[src/rtl/pcs_pkg.sv]
package pcs_pkg;

    typedef enum logic [1:0] {
        OP_HOLD = 2'd0,
        OP_PUSH = 2'd1,
        OP_POP  = 2'd2,
        OP_DPOP = 2'd3
    } stk_op_e;

    typedef enum logic [1:0] {
        NOS_KEEP = 2'd0,
        NOS_TOS  = 2'd1,
        NOS_RAM  = 2'd2
    } nos_src_e;

    typedef enum logic [1:0] {
        PTR_STAY = 2'd0,
        PTR_UP   = 2'd1,
        PTR_DOWN = 2'd2
    } ptr_step_e;

    typedef struct packed {
        logic      tos_ld;
        nos_src_e  nos_src;
        logic      wr_en;
        ptr_step_e step;
    } stk_ctl_t;

    function automatic stk_ctl_t decode_op(input stk_op_e op, input logic busy);
        stk_ctl_t c;
        c = '{tos_ld: 1'b0, nos_src: NOS_KEEP, wr_en: 1'b0, step: PTR_STAY};
        if (busy) begin
            c.nos_src = NOS_RAM;
            c.step    = PTR_DOWN;
        end else begin
            c.tos_ld = 1'b1;
            unique case (op)
                OP_HOLD: ;
                OP_PUSH: begin
                    c.nos_src = NOS_TOS;
                    c.wr_en   = 1'b1;
                    c.step    = PTR_UP;
                end
                OP_POP, OP_DPOP: begin
                    c.nos_src = NOS_RAM;
                    c.step    = PTR_DOWN;
                end
                default: ;
            endcase
        end
        return c;
    endfunction

endpackage

[src/rtl/pcs_spill_ram.sv]
module pcs_spill_ram #(
    parameter int DEPTH = 32,
    parameter int WIDTH = 32,
    localparam int AW = $clog2(DEPTH)
) (
    input  logic             clk,
    input  logic             wr_en,
    input  logic [AW-1:0]    wr_addr,
    input  logic [WIDTH-1:0] wr_data,
    input  logic [AW-1:0]    rd_addr,
    output logic [WIDTH-1:0] rd_data
);

    logic [WIDTH-1:0] cells [DEPTH];

    always_ff @(posedge clk) begin
        if (wr_en) begin
            cells[wr_addr] <= wr_data;
        end
    end

    assign rd_data = cells[rd_addr];

endmodule

[src/rtl/pcs_seq.sv]
module pcs_seq
    import pcs_pkg::*;
#(
    parameter int DEPTH = 32,
    localparam int AW = $clog2(DEPTH)
) (
    input  logic          clk,
    input  logic          rst,
    input  stk_op_e       op,
    output stk_ctl_t      ctl,
    output logic [AW-1:0] wr_addr,
    output logic [AW-1:0] rd_addr,
    output logic          busy
);

    logic [AW-1:0] ptr_q;
    logic          busy_q;

    assign ctl     = decode_op(op, busy_q);
    assign wr_addr = ptr_q;
    assign rd_addr = ptr_q - AW'(1);
    assign busy    = busy_q;

    always_ff @(posedge clk) begin
        if (rst) begin
            ptr_q  <= '0;
            busy_q <= 1'b0;
        end else begin
            unique case (ctl.step)
                PTR_UP:   ptr_q <= ptr_q + AW'(1);
                PTR_DOWN: ptr_q <= ptr_q - AW'(1);
                default:  ptr_q <= ptr_q;
            endcase
            busy_q <= !busy_q && (op == OP_DPOP);
        end
    end

    a_r7_busy_single: assert property (@(posedge clk) disable iff (rst)
        busy_q |=> !busy_q);

    a_r6_dpop_raises_busy: assert property (@(posedge clk) disable iff (rst)
        (!busy_q && op == OP_DPOP) |=> busy_q);

    a_r8_push_wraps_up: assert property (@(posedge clk) disable iff (rst)
        ctl.wr_en |=> ptr_q == $past(ptr_q) + AW'(1));

    a_r5_pop_steps_down: assert property (@(posedge clk) disable iff (rst)
        (!busy_q && op == OP_POP) |=> ptr_q == $past(ptr_q) - AW'(1));

endmodule

[src/rtl/pair_cached_stack.sv]
module pair_cached_stack
    import pcs_pkg::*;
#(
    parameter int DEPTH = 32,
    parameter int WIDTH = 32,
    localparam int AW = $clog2(DEPTH)
) (
    input  logic             clk,
    input  logic             rst,
    input  logic [1:0]       op_i,
    input  logic [WIDTH-1:0] tos_new_i,
    output logic [WIDTH-1:0] tos_o,
    output logic [WIDTH-1:0] nos_o,
    output logic             busy_o
);

    stk_ctl_t         ctl;
    logic [AW-1:0]    wr_addr;
    logic [AW-1:0]    rd_addr;
    logic [WIDTH-1:0] rd_data;
    logic [WIDTH-1:0] tos_q;
    logic [WIDTH-1:0] nos_q;
    logic             busy;

    pcs_seq #(.DEPTH(DEPTH)) seq_i (
        .clk     (clk),
        .rst     (rst),
        .op      (stk_op_e'(op_i)),
        .ctl     (ctl),
        .wr_addr (wr_addr),
        .rd_addr (rd_addr),
        .busy    (busy)
    );

    pcs_spill_ram #(.DEPTH(DEPTH), .WIDTH(WIDTH)) ram_i (
        .clk     (clk),
        .wr_en   (ctl.wr_en),
        .wr_addr (wr_addr),
        .wr_data (nos_q),
        .rd_addr (rd_addr),
        .rd_data (rd_data)
    );

    always_ff @(posedge clk) begin
        if (rst) begin
            tos_q <= '0;
            nos_q <= '0;
        end else begin
            if (ctl.tos_ld) begin
                tos_q <= tos_new_i;
            end
            unique case (ctl.nos_src)
                NOS_TOS: nos_q <= tos_q;
                NOS_RAM: nos_q <= rd_data;
                default: nos_q <= nos_q;
            endcase
        end
    end

    assign tos_o  = tos_q;
    assign nos_o  = nos_q;
    assign busy_o = busy;

    a_r2_tos_loads: assert property (@(posedge clk) disable iff (rst)
        !busy_o |=> tos_o == $past(tos_new_i));

    a_r3_hold_keeps_nos: assert property (@(posedge clk) disable iff (rst)
        (!busy_o && op_i == 2'd0) |=> $stable(nos_o));

    a_r4_push_moves_tos: assert property (@(posedge clk) disable iff (rst)
        (!busy_o && op_i == 2'd1) |=> nos_o == $past(tos_o));

    a_r7_tos_frozen: assert property (@(posedge clk) disable iff (rst)
        busy_o |=> $stable(tos_o));

endmodule

[config.mk]
export PLATFORM = sky130hd
export DESIGN_NAME = pair_cached_stack
export DESIGN_NICKNAME = d
export VERILOG_FILES = /design/src/rtl/pcs_pkg.sv /design/src/rtl/pcs_spill_ram.sv /design/src/rtl/pcs_seq.sv /design/src/rtl/pair_cached_stack.sv
export SDC_FILE = /design/constraint.sdc
export NUM_CORES = 1
export LEC_CHECK = 0
export BUFFER_PORTS_ARGS = -buffer_cell sky130_fd_sc_hd__buf_2
export CORE_MARGIN = 5
export CORE_UTILIZATION = 42
export CTS_CLUSTER_SIZE = 25
export DETAILED_ROUTE_END_ITERATION = 7
export SYNTH_ARGS = -nofsm -noshare
export SYNTH_HDL_FRONTEND = slang
export SYNTH_SLANG_ARGS = --single-unit
[constraint.sdc]
create_clock -name clk -period 6.5 [get_ports clk]
set_clock_uncertainty 0.1 [all_clocks]
set_input_delay 1.3 -clock clk [delete_from_list [all_inputs] [get_ports clk]]
set_output_delay 1.3 -clock clk [all_outputs]
set_load 0.005 [all_outputs]
==> out/qor.yml <==
timing:
  finalCriticalPeriod_ns: 4.20
  max_clock_freq_mhz: 238
  setup_slack_ns: 2.30
  slew_headroom_pct: 8.35
  setup_viol: 0
  timing.final.max_slew_violations: 0
  finalCritPeriodShare_pct: 64.6
  tightest_slew_ns: 1.37
  tns_ns: 0
  rsz0062_at_grt: "false"
  hold_viol: 0
  hold_ws_ns: 0.450
cts:
  hold_buffers: 0
  h-tree-depth: 3
  clkTransAtPathRegs_ns: 0.06
  clock_latency_ns: 0.69
  cts_setup_buffers: 0
  clockBufferDepth: 3
  clock-sinks: 1094
  cts.repair.resized: 0
  cts-root-buf: "clkbuf_16"
  cts_tree: "yes"
  numCtsBuffers: 108
detailed_routing:
  num_vias: 21024
  drc: 0
  wl_per_cell_um: 28.8
  drtIter0Drc: 2086
  final_antenna_net_count: 0
  dr.pass1.iters: 5
  routed_via_density: 5.76
  drt_wl_total_mm: 105
floorplanning:
  die_w_um: 327
  rows: 116
  pin_count: 101
  start_util_pct: 42.3
  coreArea_um2: 100000
  dieHeight_um: 327
  die-area_um2: 107000
hold_path:
  hp-class: "register to register"
  min_path_cells: 0
  hold_end: "ram_i.cells[23][21]"
  worstHoldStart: "nos_o[21]"
power:
  pwr-share-clk_pct: 36.6
  p_int_mw: 12.8
  comb_power_share_pct: 16.0
  ir_worst_vdd_mv: 0.302
  switchingPower_mw: 4.66
  power.density_nw_per_um2: 362
  switching_share_pct: 26.7
  pwr-share-seq_pct: 47.4
  leakagePower_nw: 15.7
placement:
  gp_congestion: 0.802
  post-dp-hpwl_mm: 62.4
  dpl_cell_area_um2: 44600
  port_buffers: 100
  dpl_worst_slack_ns: 1.70
critical_path:
  endpoint_kind: "register"
  startpoint_type: "register"
  rrSetupSlack_ns: 2.30
  r2r_end: "nos_o[12]"
  r2r-start: "seq_i.wr_addr[0]"
  cp_max_fo: 116
  critPathKind: "register to register"
  crit_required_ns: 7.01
  rr_worst_depth: 8
  crit_arrival_ns: 4.71
grt:
  grt_max_degree: 117
  grtUsageTotal_pct: 19.5
  antenna_found_initial: 3
  gr-total-overflow: 0
  grt_first_pass_wirelength_mm: 154
  first_global_vias: 21445
synth:
  ys_seq_area_share_pct: 76.0
  yosysWarnings: 0
  synth_common_cells: "edfxtp_1, mux2i_1, mux4_2"
  yosysMostFrequentCell: "edfxtp_1"
  synth_nets: 2174
  synthCells: 2131
  async_reset_ff_share_pct: 0
  syn_avg_cell_area_um2: 19.9
  synth-main-ff-cell: "edfxtp_1"
  synth_top_area_share_pct: 72.6
  synth.ff_latch_count: 1094
  yosysTopAreaCell: "edfxtp_1"
  netlist_area_um2: 42300
  synth_enable_flop_cells: 1024
  synth_cell_type_count: 41
  synth.top_cells.by_area: "edfxtp_1, mux4_2, mux2i_1"
layout:
  final_nets: 2301
  syn_to_final_growth_pct: 14.0
  antennaDiodeCount: 0
  final_cell_area_um2: 48200
  layout-drive-gt1-share_pct: 24.5
  post-route-util_pct: 48.2
job:
  maxCapViolations: 0
run_status:
  status: "complete, no violations"
worst max-delay path by stage:
stage | slack [ns] | from | endpoint
2_1_floorplan | 2.67 | op_i[1] | ram_i.cells[14][0]
3_3_place_gp | 1.76 | op_i[1] | ram_i.cells[27][9]
3_5_place_dp | 1.70 | op_i[1] | ram_i.cells[27][7]
4_1_cts | 2.14 | seq_i.wr_addr[0] | nos_o[12]
5_1_grt | 1.87 | seq_i.wr_addr[0] | nos_o[12]
6_report | 2.30 | seq_i.wr_addr[0] | nos_o[12]
metrics by stage:
| stage | power [mW] | instances |
|---|---|---|
| after floorplan | 10.1 | 2131 |
| after global placement | 11.2 | 3446 |
| after detailed placement | 11.3 | 3446 |
| after CTS | 17.6 | 3652 |
| after global routing | 18.1 | 3652 |
| final | 17.5 | 3652 |
state kept, by name, summed over array words and instances (netlist names):
name           flops
ram_i.cells     1024
tos_o             32
nos_o             32
seq_i.busy         1
seq_i.wr_addr      5
power by group through the flow:
stage               combinational [mW]  clock, mW  sequential [mW]
floorplan                         1.63          0             8.45
global placement                  2.80          0             8.43
detailed placement                2.83          0             8.44
CTS                               2.83       6.52             8.29
global route                      2.96       6.83             8.30
finish                            2.79       6.40             8.29
metal layers:
layer,share of wire [%],up-vias,track usage [%],wire length [um]
li1,-,9040,-,-
met1,42,11117,27.1,44100
met2,50,757,32.5,52300
met3,6.0,110,2.98,6330
met4,2.3,0,5.42,2460
met5,0,-,0,0
worst max-delay path: stages, from the launching register on:
cell and delay, ns:
dfxtp_4 0.77, buf_12 0.68, buf_4 0.94, nor3_2 0.17, mux2i_1 0.43, o22ai_4 0.11, buf_4 0.31, a221o_1 0.39
o21ai_1 0.16
placed cells by master (no fill, tap or decap), types with 3 or more instances in the layout:
cell,netlist,layout
mux4_2,192,192
dfxtp_2,0,11
a21oi_1,4,4
clkbuf_16,0,109
nor2_4,0,32
a32o_1,32,32
or2_2,3,3
nand2b_1,3,3
nand2_1,71,70
clkbuf_1,25,22
nand4_1,32,32
mux2i_1,226,226
o21ai_1,33,33
dfxtp_1,70,58
buf_4,26,44
clkinv_1,0,12
nand3_1,130,130
inv_1,3,3
edfxtp_1,1024,1024
ha_1,7,6
bufinv_16,0,14
clkbuf_8,0,8
a221o_1,32,32
clkinvlp_4,0,5
buf_12,0,8
buf_2,71,100
clkinv_4,0,3
a22oi_1,32,32
clkinv_2,0,26
nor2_1,72,40
nand3b_1,4,4
cell type report:
class | count | area, um^2
Clock buffer | 139 | 2920
Clock inverter | 67 | 771
Fill cell | 8166 | 51900
Inverter | 4 | 15.0
Multi-Input combinational cell | 898 | 9750
Sequential cell | 1094 | 32200
Tap cell | 1298 | 1620
Timing Repair Buffer | 152 | 991
logic make-up after synthesis:
| logic type | synth area share, % |
|---|---|
| flip-flops | 76.0 |
| multiplexers | 15.6 |
| XOR/XNOR | 0.166 |
| AND/OR/NAND/NOR | 3.66 |
| adder cells (fa/ha/maj) | 0.207 |
| AO/OA/AOI/OAI | 2.67 |
| buffers and inverters | 1.78 |
Power figures use the tool's default switching activity.
